## config.mk

```make
export PLATFORM = sky130hd
export DESIGN_NAME = nand_ecc1_acc
export DESIGN_NICKNAME = d
export VERILOG_FILES = /design/src/rtl/nand_ecc_pkg.sv /design/src/rtl/ecc_byte_parity.sv /design/src/rtl/ecc_ctx.sv /design/src/rtl/ecc_regs.sv /design/src/rtl/nand_ecc1_acc.sv
export SDC_FILE = /design/constraint.sdc
export NUM_CORES = 1
export LEC_CHECK = 0
export BUFFER_PORTS_ARGS = -buffer_cell sky130_fd_sc_hd__clkbuf_2
export CAP_MARGIN = 20
export CORE_MARGIN = 3
export CORE_UTILIZATION = 44
export CTS_CLUSTER_SIZE = 24
export DETAILED_ROUTE_END_ITERATION = 6
export PLACE_DENSITY_LB_ADDON = 0.05
export SYNTH_ARGS = -nofsm -noshare
export SYNTH_HDL_FRONTEND = slang
export SYNTH_SLANG_ARGS = --single-unit
```

## constraint.sdc

```tcl
create_clock -name clk -period 2.4 [get_ports clk]
set_clock_uncertainty 0.2 [all_clocks]
set_input_delay 0.12 -clock clk [delete_from_list [all_inputs] [get_ports clk]]
set_output_delay 0.12 -clock clk [all_outputs]
set_load 0.05 [all_outputs]
```

## src/rtl/nand_ecc_pkg.sv

```systemverilog
package nand_ecc_pkg;
   localparam int unsigned REG_W      = 32;
   localparam int unsigned START_LSB  = 8;
   localparam int unsigned HI_LSB     = 16;
   localparam int unsigned CTRL_ADDR  = 0;
endpackage

```

## src/rtl/ecc_byte_parity.sv

```systemverilog
module ecc_byte_parity #(
   parameter  int DATA_W = 8,
   parameter  int IDX_W  = 9,
   localparam int BIT_W  = $clog2(DATA_W),
   localparam int HALF_W = IDX_W + BIT_W
) (
   input  logic [DATA_W-1:0] data_i,
   input  logic [IDX_W-1:0]  idx_i,
   output logic [HALF_W-1:0] hi_o,
   output logic [HALF_W-1:0] lo_o
);
   initial begin
      assert (DATA_W >= 2 && (1 << BIT_W) == DATA_W)
         else $fatal(1, "DATA_W must be a power of two of at least 2");
   end

   logic odd_ones;

   always_comb begin
      hi_o     = '0;
      odd_ones = ^data_i;
      for (int j = 0; j < DATA_W; j++) begin
         if (data_i[j]) hi_o = hi_o ^ {idx_i, BIT_W'(j)};
      end
      lo_o = hi_o ^ {HALF_W{odd_ones}};
   end
endmodule

```

## src/rtl/ecc_ctx.sv

```systemverilog
module ecc_ctx #(
   parameter  int DATA_W    = 8,
   parameter  int BLK_BYTES = 512,
   localparam int IDX_W     = $clog2(BLK_BYTES),
   localparam int CNT_W     = IDX_W + 1,
   localparam int HALF_W    = IDX_W + $clog2(DATA_W)
) (
   input  logic                  clk,
   input  logic                  rst_n,
   input  logic                  start_i,
   input  logic                  mode_i,
   input  logic                  vld_i,
   input  logic [DATA_W-1:0]     data_i,
   input  logic                  clr_i,
   output logic [2*HALF_W-1:0]   code_o
);
   initial begin
      assert ((1 << IDX_W) == BLK_BYTES)
         else $fatal(1, "BLK_BYTES must be a power of two");
   end

   logic              run_q;
   logic [CNT_W-1:0]  cnt_q;
   logic [HALF_W-1:0] hi_q, lo_q, hi_c, lo_c;
   logic              take;

   assign take = run_q && mode_i && vld_i && !start_i &&
                 (cnt_q < CNT_W'(BLK_BYTES));

   ecc_byte_parity #(.DATA_W(DATA_W), .IDX_W(IDX_W)) u_par (
      .data_i (data_i),
      .idx_i  (cnt_q[IDX_W-1:0]),
      .hi_o   (hi_c),
      .lo_o   (lo_c)
   );

   always_ff @(posedge clk or negedge rst_n) begin
      if (!rst_n) begin
         run_q <= 1'b0;
         cnt_q <= '0;
      end else if (start_i) begin
         run_q <= 1'b1;
         cnt_q <= '0;
      end else if (take) begin
         cnt_q <= cnt_q + CNT_W'(1);
      end
   end

   always_ff @(posedge clk or negedge rst_n) begin
      if (!rst_n) begin
         hi_q <= '0;
         lo_q <= '0;
      end else begin
         hi_q <= (clr_i ? '0 : hi_q) ^ (take ? hi_c : '0);
         lo_q <= (clr_i ? '0 : lo_q) ^ (take ? lo_c : '0);
      end
   end

   assign code_o = {hi_q, lo_q};

   p_cnt_bound_r6: assert property (@(posedge clk) disable iff (!rst_n)
      cnt_q <= CNT_W'(BLK_BYTES));
   p_full_hold_r6: assert property (@(posedge clk) disable iff (!rst_n)
      (cnt_q == CNT_W'(BLK_BYTES) && !start_i && !clr_i) |=> $stable(code_o));
   p_clear_r8: assert property (@(posedge clk) disable iff (!rst_n)
      (clr_i && !vld_i) |=> (code_o == '0));
   p_mode_gate_r4: assert property (@(posedge clk) disable iff (!rst_n)
      (!mode_i && !clr_i) |=> $stable(code_o));
   p_idle_r1: assert property (@(posedge clk) disable iff (!rst_n)
      (!run_q && !clr_i) |=> $stable(code_o));
   p_start_r3: assert property (@(posedge clk) disable iff (!rst_n)
      start_i |=> (cnt_q == '0));
   p_no_disturb_r3: assert property (@(posedge clk) disable iff (!rst_n)
      (!start_i && !vld_i) |=> $stable(cnt_q));
endmodule

```

## src/rtl/ecc_regs.sv

```systemverilog
module ecc_regs
   import nand_ecc_pkg::*;
#(
   parameter int NUM_CS   = 4,
   parameter int ADDR_W   = 4,
   parameter int RES_BASE = 4,
   parameter int HALF_W   = 12
) (
   input  logic                               clk,
   input  logic                               rst_n,
   input  logic                               wr_i,
   input  logic [ADDR_W-1:0]                  waddr_i,
   input  logic [REG_W-1:0]                   wdata_i,
   input  logic                               rd_i,
   input  logic [ADDR_W-1:0]                  raddr_i,
   output logic [REG_W-1:0]                   rdata_o,
   input  logic [NUM_CS-1:0][2*HALF_W-1:0]    codes_i,
   output logic [NUM_CS-1:0]                  mode_o,
   output logic [NUM_CS-1:0]                  start_o,
   output logic [NUM_CS-1:0]                  clr_o
);
   localparam logic [REG_W-1:0] HALF_ONES = REG_W'((64'd1 << HALF_W) - 64'd1);
   localparam logic [REG_W-1:0] RES_MASK  = HALF_ONES | (HALF_ONES << HI_LSB);

   initial begin
      assert (HALF_W <= int'(HI_LSB) && int'(HI_LSB) + HALF_W <= int'(REG_W))
         else $fatal(1, "code halves do not fit the result word");
      assert (RES_BASE > int'(CTRL_ADDR) && RES_BASE + NUM_CS <= (1 << ADDR_W))
         else $fatal(1, "result registers outside the address space");
      assert (NUM_CS <= int'(START_LSB) && int'(START_LSB) + NUM_CS <= int'(REG_W))
         else $fatal(1, "control fields overlap");
   end

   logic [NUM_CS-1:0] mode_q;
   logic [REG_W-1:0]  rd_nx, rdata_q;
   logic              ctrl_wr;
   logic              unused_wdata;

   assign ctrl_wr      = wr_i && (waddr_i == ADDR_W'(CTRL_ADDR));
   assign unused_wdata = ^wdata_i;

   generate
      for (genvar n = 0; n < NUM_CS; n++) begin : g_cs
         assign start_o[n] = ctrl_wr && wdata_i[START_LSB + n];
         assign clr_o[n]   = rd_i && (raddr_i == ADDR_W'(RES_BASE + n));
      end
   endgenerate

   always_ff @(posedge clk or negedge rst_n) begin
      if (!rst_n)       mode_q <= '0;
      else if (ctrl_wr) mode_q <= wdata_i[NUM_CS-1:0];
   end

   always_comb begin
      rd_nx = '0;
      if (raddr_i == ADDR_W'(CTRL_ADDR)) rd_nx[NUM_CS-1:0] = mode_q;
      for (int n = 0; n < NUM_CS; n++) begin
         if (raddr_i == ADDR_W'(RES_BASE + n)) begin
            rd_nx[HI_LSB +: HALF_W] = codes_i[n][2*HALF_W-1:HALF_W];
            rd_nx[HALF_W-1:0]       = codes_i[n][HALF_W-1:0];
         end
      end
   end

   always_ff @(posedge clk or negedge rst_n) begin
      if (!rst_n)    rdata_q <= '0;
      else if (rd_i) rdata_q <= rd_nx;
   end

   assign rdata_o = rdata_q;
   assign mode_o  = mode_q;

   p_rsvd_zero_r7: assert property (@(posedge clk) disable iff (!rst_n)
      (rdata_o & ~RES_MASK) == '0);
   p_ctrl_read_r2: assert property (@(posedge clk) disable iff (!rst_n)
      (rd_i && raddr_i == ADDR_W'(CTRL_ADDR)) |=> (rdata_o >> NUM_CS) == '0);
   p_clr_onehot_r8: assert property (@(posedge clk) disable iff (!rst_n)
      $onehot0(clr_o));
   p_rd_hold_r9: assert property (@(posedge clk) disable iff (!rst_n)
      !rd_i |=> $stable(rdata_o));
endmodule

```

## src/rtl/nand_ecc1_acc.sv

```systemverilog
module nand_ecc1_acc
   import nand_ecc_pkg::*;
#(
   parameter  int NUM_CS    = 4,
   parameter  int DATA_W    = 8,
   parameter  int BLK_BYTES = 512,
   parameter  int ADDR_W    = 4,
   parameter  int RES_BASE  = 4,
   localparam int CS_W      = $clog2(NUM_CS),
   localparam int HALF_W    = $clog2(BLK_BYTES) + $clog2(DATA_W)
) (
   input  logic              clk,
   input  logic              rst_n,
   input  logic              reg_wr,
   input  logic [ADDR_W-1:0] reg_waddr,
   input  logic [31:0]       reg_wdata,
   input  logic              reg_rd,
   input  logic [ADDR_W-1:0] reg_raddr,
   output logic [31:0]       reg_rdata,
   input  logic              nd_vld,
   input  logic [CS_W-1:0]   nd_cs,
   input  logic [DATA_W-1:0] nd_byte
);
   initial begin
      assert (NUM_CS >= 2 && (1 << CS_W) == NUM_CS)
         else $fatal(1, "NUM_CS must be a power of two of at least 2");
   end

   logic [NUM_CS-1:0][2*HALF_W-1:0] codes;
   logic [NUM_CS-1:0]               mode, start, clr;

   ecc_regs #(
      .NUM_CS(NUM_CS), .ADDR_W(ADDR_W), .RES_BASE(RES_BASE), .HALF_W(HALF_W)
   ) u_regs (
      .clk(clk), .rst_n(rst_n),
      .wr_i(reg_wr), .waddr_i(reg_waddr), .wdata_i(reg_wdata),
      .rd_i(reg_rd), .raddr_i(reg_raddr), .rdata_o(reg_rdata),
      .codes_i(codes), .mode_o(mode), .start_o(start), .clr_o(clr)
   );

   generate
      for (genvar n = 0; n < NUM_CS; n++) begin : g_ctx
         logic sel_vld;
         assign sel_vld = nd_vld && (nd_cs == CS_W'(n));
         ecc_ctx #(.DATA_W(DATA_W), .BLK_BYTES(BLK_BYTES)) u_ctx (
            .clk(clk), .rst_n(rst_n),
            .start_i(start[n]), .mode_i(mode[n]), .vld_i(sel_vld),
            .data_i(nd_byte), .clr_i(clr[n]), .code_o(codes[n])
         );
      end
   endgenerate
endmodule

```

**After elaboration in Yosys (flattened, before gate mapping)**

Cells that the tools add are included.

- Register bits after elaboration: 168
- Bits in latches: 0
- RAM bits: 0
- Bits in read-only memories: 0
- Input bits: 55
- Output and inout bits: 32
- Logic and storage cells: 179
- Memories kept: 0

- $add $sub $neg: 4
- Multipliers: 0
- Div/mod/pow operators: 0
- $lt $le $gt $ge: 4
- Eq/ne operators: 7
- Shifts and indexed selects: 0
- Mux-type cells: 65
- Bitwise operators: 40
- Reductions and logical operators: 41

Operators with widths:

| cell | count |
|---|---|
| 12-bit 2-to-1 mux | 56 |
| 12-bit bitwise XOR | 40 |
| 10-bit 2-to-1 mux | 8 |
| 10-bit by 1-bit adder with 10-bit output (second input constant) | 4 |
| 10-bit < comparator (second input constant) | 4 |
| 1-bit logical AND | 29 |
| 4-bit by 3-bit equality test with 1-bit output (second input constant) | 4 |
| 4-bit logical NOT | 2 |
| 2-bit nonzero test | 4 |
| 8-bit XOR reduction | 1 |
| 2-bit equality test (second input constant) | 2 |
| 1-bit logical NOT | 4 |
| 4-bit 2-to-1 mux | 1 |
| 2-bit by 1-bit equality test with 1-bit output (second input constant) | 1 |
| 2-bit logical NOT | 1 |

**Longest topological paths before layout**

Gate-level depths: netlist (run 1).

- Depth after elaboration: 18
- Gate-level depth with buffers: 7
- Depth with buffers taken out: 5

**By module**

From an unflattened synthesis (run 1), not the netlist that was laid out.

- Cells, all modules: 978
- Area, all modules: 9840.7 sq um

Modules (own cells, without submodules):

| module | instances | cells each | area an instance (sq um) | sequential area each (sq um) |
|---|---|---|---|---|
| ecc_ctx (g_ctx[1].u_ctx ...) | 3 | 159 | 1684.1 | 875.8 |
| ecc_regs | 1 | 198 | 2137.0 | 700.7 |
| ecc_ctx (g_ctx[0].u_ctx) | 1 | 159 | 1687.9 | 875.8 |
| ecc_byte_parity | 4 | 35 | 231.5 | 0.0 |
| nand_ecc1_acc | 1 | 4 | 37.5 | 0.0 |

**Worst setup path after synthesis (run 1)**

No wires, ideal clock.

- Path kind: reg-to-reg
- Start: register g_ctx[1].u_ctx.cnt_q[9]
- End: register g_ctx[1].u_ctx.cnt_q[9]
- Library setup time: 0.078 ns
- Arrival: 1.729 ns
- Required time: 2.122 ns
- Path slack: 0.393 ns
- Stages on the path, launching flop included: 5
- Buffers on the path: 0
- Period minus slack after synthesis: 2.007 ns
- Cell sequence: dfrtp_1 -> nand4b_2 -> or4_4 -> or4_1 -> a21oi_1

- Longest elaborated chain between the ends: 3
- Elaborated cells on any way between the ends: 6
- Those cells by class: 1 x add/sub; 1 x order compare; 2 x mux; 2 x reduce/logical

Ends and longest elaborated chain:

| element | RTL line | text |
|---|---|---|
| start, declared | ecc_ctx.sv:23 | `logic [CNT_W-1:0] cnt_q;` |
| start signal, assigned | ecc_ctx.sv:45 | `cnt_q <= cnt_q + CNT_W'(1);` |
| 10-bit by 1-bit adder with 10-bit output / 10-bit < comparator (equally long branches) | ecc_ctx.sv:45, ecc_ctx.sv:28 |  |
| 10-bit 2-to-1 mux / 1-bit logical AND (equally long branches) | ecc_ctx.sv:44, ecc_ctx.sv:27 |  |
| 10-bit 2-to-1 mux / 2-bit nonzero test (equally long branches) | -- |  |

Several ways; a longest one is shown, not always the timed one. The select of a mux whose other input is x is not followed.
A chain may end at the register's enable or synchronous reset.

**Worst setup path after layout (run 1)**

- Start: input nd_cs[1]
- End: register g_ctx[1].u_ctx.cnt_q[9]

- Longest elaborated chain between the ends: 6

Ends and longest elaborated chain:

| element | RTL line | text |
|---|---|---|
| start, declared | nand_ecc1_acc.sv:21 | `input logic [CS_W-1:0] nd_cs,` |
| 2-bit by 1-bit equality test with 1-bit output | nand_ecc1_acc.sv:44 | `assign sel_vld = nd_vld && (nd_cs == CS_W'(n));` |
| 1-bit logical AND | nand_ecc1_acc.sv:44 |  |
| 1-bit logical AND (3 in series) | ecc_ctx.sv:27 | `assign take = run_q && mode_i && vld_i && !start_i &&` |
| 2-bit nonzero test (no line) | -- |  |

Every way passes these cells.

==> results of run 1 <==
critical path, delay by kind of cell:
kind	cells	cell delay (ns)
and+or+nand+nor	3	1.35
AOI/OAI and AO/OA	1	0.16
buffers and inverters	2	0.67
power breakdown:
| group | total (mW) | internal [mW] | switching [mW] |
|---|---|---|---|
| Clock | 2.73 | 1.57 | 1.16 |
| Combinational | 1.75 | 0.737 | 1.02 |
| Sequential | 3.69 | 3.33 | 0.362 |
through the flow:
step                instance area (um^2)  utilization, %  std cells  total power, mW
finish                              9870            52.6       1150             8.17
global placement                    9110            48.6       1101             5.43
global route                        9870            52.6       1150             8.61
detailed placement                  9110            48.6       1101             5.48
floorplan                           8470               -        831             4.91
CTS                                 9870            52.6       1150             8.27
sequential cells by signal, indices dropped and copies added (netlist names):
register and count:
g_ctx.u_ctx.cnt_q 40, g_ctx.u_ctx.hi_q 48, u_regs.mode_o 4, u_regs.rdata_o 24, g_ctx.u_ctx.run_q 4, g_ctx.u_ctx.lo_q 48
what timing repair did:
item	CTS	global route
hold buffers	17	0
hold endpoints to repair	180	0
setup endpoints to repair	0	0
cells by family after synthesis:
logic type | Yosys count
flip-flops | 168
AND/OR/NAND/NOR | 357
XOR/XNOR | 140
AO/OA/AOI/OAI | 50
adder cells (fa/ha/maj) | 4
other | 1
multiplexers | 25
buffers and inverters | 79
metal layers:
layer | track usage [%] | vias to the layer above | part of all wire [%]
met1 | 31.9 | 3029 | 49
met2 | 33.2 | 132 | 46
met5 | 0 | - | 0
met3 | 5.32 | 17 | 4.6
li1 | - | 2888 | -
met4 | 5.06 | 0 | 1.4
worst max path at each step:
| stage | to | depth (start not counted) |
|---|---|---|
| 5_1_grt | g_ctx[1].u_ctx.cnt_q[9] | 6 |
| 6_report | g_ctx[1].u_ctx.cnt_q[9] | 6 |
| 2_1_floorplan | g_ctx[1].u_ctx.cnt_q[9] | 4 |
| 4_1_cts | g_ctx[1].u_ctx.cnt_q[9] | 4 |
| 3_5_place_dp | g_ctx[1].u_ctx.lo_q[9] | 7 |
| 3_3_place_gp | g_ctx[1].u_ctx.cnt_q[9] | 4 |
placed cells by master, fill, tap and decap left out, drive strengths merged, types with 11 or more instances in the layout:
cell,netlist,final
nand3,66,66
dlygate4sd3,0,17
buf,22,35
nor2,52,52
nor3,47,47
dfrtp,168,168
nand4,13,13
xnor2,62,62
inv,27,30
nand2,144,144
o21ai,29,29
clkbuf,30,72
mux4,20,20
a21oi,11,11
xor2,77,77
cell type report:
cell class,instances,area share [%]
tap,234,2.97
clock inverter,13,1.48
inverter,27,1.03
timing repair buffer,105,7.74
clock buffer,19,4.49
sequential,168,42.6
multi-input combinational,584,39.7
==> metrics.md, run 1 <==
| Metric | Value |
|---|---|
| FP Rows | 50 |
| Cts bufs inserted | 17 |
| WL/cell | 18.5 um |
| GP Congestion | 0.827 |
| Router iterations before antenna repair | 5 |
| Final setup margin | 0.238 ns |
| Post-synth EDFFs | 0 |
| Pre-CTS setup slack | 0.166 ns |
| Syn Inst Count | 824 |
| Critical Path Start | nd_cs[1] |
| Clock Tree Buf Depth | 2 |
| I/O pin cnt | 87 |
| Power Dens Cells | 828 nW/um^2 |
| CP peak stage delay | 0.58 ns |
| Synth Area in Compound Gates | 3.30% |
| Half-perimeter wire length after detailed placement | 15300 um |
| Min-delay worst type | in -> reg |
| Vias per cell | 5.27 |
| Main combinational cell family by area after synthesis | simple AND/OR/NAND/NOR gates |
| Kind of critical path | in -> reg |
| H-Tree Depth | 4 |
| Ys Warns | 0 |
| Vias | 6066 |
| Worst Setup End Kind | flop |
| Synth top area cells | dfrtp_1 50%, xor2_1 7.7%, nand2_1 6.4% |
| R2r startpoint | u_regs.mode_o[1] |
| Port Buffer Count | 54 |
| Core ar. | 18800 um^2 |
| Post-Synth Simple-Gate Area | 20.5% |
| CP Data Arrival Time | 2.31 ns |
| Hold_sp | reg_wr |
| Root Driver | clkbuf_16 |
| Reg2Reg Capture Point | g_ctx[1].u_ctx.cnt_q[9] |
| Most instantiated library cell after synthesis | dfrtp_1 |
| Max Fclk | 0.462 GHz |
| CTS Sinks | 168 |
| Reg2reg setup slack | 0.26 ns |
| FILL cells | 1724 |
| Antenna cells | 0 |
| Clk_lat worst skew | 0.42 ns |
| Commonest cells post-synth | 168 x dfrtp_1, 144 x nand2_1, 74 x xor2_1 |
| Seq cells post-synth | 168 |
| Initial core utilization | 45.0% |
| Clock transition at path regs | 0.06 ns |
| FF+latch area | 4200 um^2 |
| Post-synth top area share | 49.8% |
| Leak | 4.23 nW |
| Mapped Area | 8450 um^2 |
| Area growth from synthesis to layout | 16.9% |
| Largest area contributor in the netlist | dfrtp_1 |
| Max Cap Violations | 0 |
| Worst Hold Depth | 3 |
| XOR/XNOR share of the synthesized area | 15.5% |
| Post-route clock period utilization | 90.1% |
| # Post-CTS Setup Buffers | 0 |
| Final Hold Slack | 0.00735 ns |
| Sequential element share of the synthesized area | 49.8% |
| Worst slew pin tran | 0.694 ns |
| Die area | 20900 um^2 |
| Slowest CP cell | or4_4 |
| Detail Route Antenna Nets | 0 |
| First-pass GRT wire length | 34800 um |
| Finish-stage setup viols | 0 |
| Final TNS setup | 0 ns |
| Area share of fa/ha/maj cells after synthesis | 0.593% |
| Total GRT Usage | 21.9% |
| Share of layout cells above drive strength 1 | 19.2% |
| Number of global-route vias before repair | 6243 |
| Final WL | 21300 um |
| Worst-path cell chain | dlygate4sd3_1, clkbuf_2, nand2b_1, or4_4, or4_1, a21oi_1 |
| Iter 0 DRT Violations | 347 |
| Hold endpoint | u_regs.mode_o[1] |
| Drt drc | 0 |
| R2R depth | 4 |
| Top FF cell, synth | dfrtp_1 |
| Worst VDD drop | 0.000528 V |
| Period minus WS final | 2.16 ns |
| Die Wd | 145 um |
| Unrepaired setup endpoints after global routing | false |
| Largest net degree at the start of global routing | 86 |
| Critical Path Fanout Max | 6 |
| Worst EP required | 2.54 ns |
| Max_slew headroom | 53.6% |
| Startpoint Class | input pin |
| Status | completed |
| Cells resized by post-CTS repair | 0 |
| Final Hold Fails | 0 |
| Multi-input logic area | 3920 um^2 |
| Initial antenna violation count | 0 |
| Die height | 145 um |
| Layout Nets | 962 |
| Post-synthesis mux area share | 5.98% |
| Synthesized area per cell | 10.3 um^2 |
| GR Overflow Total | 0 |
| Pins Over Slew Limit | 0 |
| TritonCTS clock tree | done |
| Yosys cell types | 43 |
| Post-synth ARST share | 100% |
(Power assumes the default switching activity.)
==> inputs of run 2 (changes only) <==
- CORE_MARGIN: 3 -> default
==> run 2 against run 1 <==
Compared with the run above: global-route usage rose by 0.96 points; wire length is 3.4% lower; critical endpoint unchanged; final cell count shrank 0.26%; highest routed layer unchanged; die area down 5.5%; hold slack better by 0.0064 ns; sequential share of layout area is 0.054 points lower; total power rose by 2.1%; largest cell class unchanged; utilization grew 0.067 points; fmax shrank 2.1%.
==> metrics.md, run 2 (same netlist as run 1, synthesis figures left out) <==
| Metric | Value |
|---|---|
| Vias per cell | 5.16 |
| Max_slew headroom | 57.6% |
| Port Buffer Count | 54 |
| Clk_lat worst skew | 0.43 ns |
| Root Driver | clkbuf_16 |
| I/O pin cnt | 87 |
| Die area | 19800 um^2 |
| Worst EP required | 2.55 ns |
| Initial core utilization | 45.0% |
| Commonest non-fill, non-tap cell in the layout | dfrtp_1 |
| Max Fclk | 0.453 GHz |
| Worst slew pin tran | 0.634 ns |
| Area growth from synthesis to layout | 17.0% |
| Finish-stage setup viols | 0 |
| Share of layout cells above drive strength 1 | 18.6% |
| Worst-path cell chain | nand4b_2, or4_4, or4_1, a21oi_1 |
| CP Data Arrival Time | 2.36 ns |
| Status | completed |
| GR Overflow Total | 0 |
| CTS Sinks | 168 |
| Drt drc | 0 |
| Final WL | 20600 um |
| Period minus WS final | 2.21 ns |
| Post-route clock period utilization | 92.1% |
| Detail Route Antenna Nets | 0 |
| CP peak stage delay | 0.56 ns |
| Vias | 5917 |
| Biggest regs | g_ctx.u_ctx.hi_q: 48 flops, g_ctx.u_ctx.lo_q: 48 flops, g_ctx.u_ctx.cnt_q: 40 flops |
| Clock Tree Buf Depth | 2 |
| Total GRT Usage | 22.8% |
| R2R depth | 4 |
| Core ar. | 18800 um^2 |
| Pins Over Slew Limit | 0 |
| Startpoint Class | flop |
| Largest net degree at the start of global routing | 54 |
| Slowest CP cell | or4_1 |
| Number of global-route vias before repair | 6107 |
| Worst Setup End Kind | flop |
| Router iterations before antenna repair | 4 |
| Kind of critical path | reg -> reg |
| Min-delay worst type | in -> reg |
| GP Congestion | 0.812 |
| Critical Path Fanout Max | 6 |
| Clock transition at path regs | 0.07 ns |
| WL/cell | 17.9 um |
| Finished Cell Area | 9890 um^2 |
| Worst VDD drop | 0.000556 V |
| Leak | 4.23 nW |
| Area after DPL | 9080 um^2 |
| Final Hold Fails | 0 |
| Unrepaired setup endpoints after global routing | false |
| Die Wd | 141 um |
| Final TNS setup | 0 ns |
| Iter 0 DRT Violations | 378 |
| Die height | 141 um |
| # Post-CTS Setup Buffers | 0 |
| Cts bufs inserted | 17 |
| Worst Hold Depth | 3 |
| Layout Nets | 958 |
| TritonCTS clock tree | done |
| Initial antenna violation count | 1 |
| FP Rows | 50 |
| H-Tree Depth | 4 |
| Max Cap Violations | 0 |
| First-pass GRT wire length | 33800 um |
| Half-perimeter wire length after detailed placement | 15000 um |
| Cells resized by post-CTS repair | 0 |
| Most frequent cells in the layout | 168 x dfrtp_1, 144 x nand2_1, 74 x xor2_1 |
| Power Dens Cells | 844 nW/um^2 |
==> run 2: cell types whose count changed in the layout (fill, tap and decap cells not counted) <==
cell        previous run  this run
clkbuf_1               1         3
buf_4                 29        25
bufinv_16              2         3
clkbuf_8               1         6
clkinv_4               2         0
inv_6                  3         0
diode_2                0         1
clkinvlp_4             5         2
==> run 2: layout make-up <==
cell class                      count  area, um^2
Clock buffer                       26         519
Multi-Input combinational cell    584        3920
Timing Repair Buffer              101         734
Clock inverter                      6         110
Antenna cell                        1        2.50
Fill cell                        1711        8880
Inverter                           27         101
Sequential cell                   168        4200
Tap cell                          234         293
==> run 2: power breakdown <==
| part | switching (mW) | internal, mW |
|---|---|---|
| combinational | 1.00 | 0.732 |
| clock | 1.10 | 1.80 |
| sequential | 0.377 | 3.33 |
==> run 2: final timing paths <==
check | start | endpoint | slack [ns]
max reg2reg | u_regs.mode_o[1] | g_ctx[1].u_ctx.cnt_q[9] | 0.19
min reg2reg | g_ctx[0].u_ctx.run_q | g_ctx[0].u_ctx.run_q | 0.26
min | reg_wr | u_regs.mode_o[3] | 0.01
max in group asynchronous | rst_n | g_ctx[3].u_ctx.lo_q[5] | 1.31
max | u_regs.mode_o[1] | g_ctx[1].u_ctx.cnt_q[9] | 0.19
min in group asynchronous | rst_n | g_ctx[0].u_ctx.cnt_q[6] | 0.03
==> run 2: layer usage <==
| metal | vias up | routed length (um) | track usage [%] | share of wire, % |
|---|---|---|---|---|
| li1 | 2876 | - | - | - |
| met1 | 2906 | 10100 | 32.7 | 49 |
| met2 | 114 | 9520 | 35.6 | 46 |
| met3 | 21 | 646 | 3.38 | 3.1 |
| met4 | 0 | 327 | 7.72 | 1.6 |
| met5 | - | 0 | 0 | 0 |
==> run 2: worst max-delay path, delay by kind of cell, from the launching register on <==
| kind | cells | cell delay (ns) |
|---|---|---|
| DFF | 1 | 0.46 |
| AOI/OAI and AO/OA | 1 | 0.18 |
| and+or+nand+nor | 3 | 1.30 |
==> run 2: what timing repair did <==
action / 4_1_cts / 5_1_grt
hold buffers: 17 / 0
setup endpoints to repair: 0 / 0
hold endpoints to repair: 182 / 0
==> run 2: metrics by stage <==
step           total power, mW  setup WS [ns]  utilization, %  std cells  hold slack (ns)
6_report                  8.34          0.190            52.7       1147           0.0138
5_1_grt                   8.75          0.133            52.7       1146           0.0376
4_1_cts                   8.42          0.169            52.7       1146          0.00993
3_5_place_dp              5.48          0.190            48.4       1097          -0.0747
3_3_place_gp              5.44          0.216            48.4       1097          -0.0759
2_1_floorplan             4.91          0.393               -        831           -0.376
==> inputs of run 3 (changes only) <==
- CORE_MARGIN: default -> 2
==> run 3 against run 2 <==
Compared with the run above: fmax shrank 2.0%; sequential power hardly changed; clock-buffer cell count decreased by 3.
==> metrics.md, run 3 (same netlist as run 1, synthesis figures left out) <==
| Metric | Value |
|---|---|
| Status | completed |
| Clock Tree Buf Depth | 2 |
| Drt drc | 0 |
| FP Rows | 50 |
| Max_slew headroom | 55.4% |
| Most frequent cells in the layout | 168 x dfrtp_1, 144 x nand2_1, 74 x xor2_1 |
| Detail Route Antenna Nets | 0 |
| Final TNS setup | 0 ns |
| Startpoint Class | flop |
| CP Data Arrival Time | 2.40 ns |
| Max Cap Violations | 0 |
| Vias per cell | 5.21 |
| Share of layout cells above drive strength 1 | 19.1% |
| Worst Setup End Kind | flop |
| CTS Sinks | 168 |
| Finished Cell Area | 9830 um^2 |
| Post-route clock period utilization | 94.0% |
| Finish-stage setup viols | 0 |
| WL/cell | 18.7 um |
| Hold_sp | reg_wr |
| Clk_lat worst skew | 0.42 ns |
| GR Overflow Total | 0 |
| GP Congestion | 0.813 |
| # Post-CTS Setup Buffers | 0 |
| Iter 0 DRT Violations | 417 |
| Final Hold Fails | 0 |
| Clock transition at path regs | 0.06 ns |
| Initial core utilization | 45.0% |
| Final Hold Slack | 0.0200 ns |
| Pre-CTS setup slack | 0.156 ns |
| Critical Path Fanout Max | 6 |
| Final WL | 21400 um |
| Cts bufs inserted | 17 |
| Kind of critical path | reg -> reg |
| Commonest non-fill, non-tap cell in the layout | dfrtp_1 |
| Max Fclk | 0.443 GHz |
| Antenna cells | 0 |
| Worst slew pin tran | 0.669 ns |
| First-pass GRT wire length | 34600 um |
| Unrepaired setup endpoints after global routing | false |
| Router iterations before antenna repair | 4 |
| Die height | 143 um |
| Worst EP required | 2.55 ns |
| Biggest regs | g_ctx.u_ctx.hi_q: 48 flops, g_ctx.u_ctx.lo_q: 48 flops, g_ctx.u_ctx.cnt_q: 40 flops |
| R2r startpoint | u_regs.mode_o[1] |
| Core ar. | 18800 um^2 |
| Min-delay worst type | in -> reg |
| Number of global-route vias before repair | 6175 |
| Worst VDD drop | 0.000516 V |
| Pins Over Slew Limit | 0 |
| H-Tree Depth | 4 |
| Initial antenna violation count | 0 |
| Die Wd | 143 um |
| Final setup margin | 0.145 ns |
| TritonCTS clock tree | done |
| Power Dens Cells | 824 nW/um^2 |
| Largest net degree at the start of global routing | 53 |
| Vias | 5970 |
| Critical Path Start | u_regs.mode_o[1] |
| Root Driver | clkbuf_16 |
| Period minus WS final | 2.26 ns |
| Die area | 20300 um^2 |
| Total GRT Usage | 22.9% |
| Half-perimeter wire length after detailed placement | 15200 um |
| Area growth from synthesis to layout | 16.4% |
| Layout Nets | 960 |
| Port Buffer Count | 54 |
| Area after DPL | 9110 um^2 |
| I/O pin cnt | 87 |
| FILL cells | 1730 |
| Leak | 4.21 nW |
-- run 3: layer usage --
layer	global-route usage (%)	vias to the layer above	wire, um
li1	-	2882	-
met1	32.4	2925	10200
met2	35.6	145	9650
met3	5.25	18	1230
met4	6.31	0	348
met5	0	-	0
-- run 3: path summary, 6_finish.rpt --
check,endpoint,depth (start not counted),slack (ns)
min in group asynchronous,g_ctx[0].u_ctx.cnt_q[0],3,0.08
max in group asynchronous,g_ctx[2].u_ctx.hi_q[9],3,1.53
max,g_ctx[1].u_ctx.cnt_q[9],4,0.14
min reg2reg,g_ctx[2].u_ctx.run_q,1,0.27
max reg2reg,g_ctx[1].u_ctx.cnt_q[9],4,0.14
min,u_regs.mode_o[1],3,0.02
-- run 3: metrics by stage --
step / utilization [%] / power, mW / std cells
after floorplan: - / 4.91 / 831
after global placement: 48.6 / 5.47 / 1101
after detailed placement: 48.6 / 5.53 / 1101
after CTS: 52.4 / 8.18 / 1146
after global routing: 52.4 / 8.53 / 1146
final: 52.4 / 8.10 / 1146
-- run 3: cell type report --
cell class	instances	area (um^2)	area share (%)
Clock buffer	23	488	4.96
Clock inverter	7	70.1	0.713
Inverter	27	101	1.03
Multi-Input combinational cell	584	3920	39.9
Sequential cell	168	4200	42.8
Tap cell	234	293	2.98
Timing Repair Buffer	103	754	7.67
-- run 3: critical path, cell delays in order (launching register included) --
cell and delay [ns]:
dfrtp_1 0.47, nand4b_2 0.20, or4_4 0.55, or4_1 0.59, a21oi_1 0.17
-- run 3: power breakdown --
part | internal [mW] | switching [mW] | leakage, nW | total, mW
logic | 0.751 | 1.02 | 1.66 | 1.77
registers | 3.33 | 0.392 | 2.28 | 3.72
clock network | 1.52 | 1.09 | 0.263 | 2.61
-- run 3: repair_timing --
| action | CTS | global route |
|---|---|---|
| endpoints found under the hold margin | 190 | 0 |
| hold buffers | 15 | 0 |
| gates resized for setup | 0 | 0 |
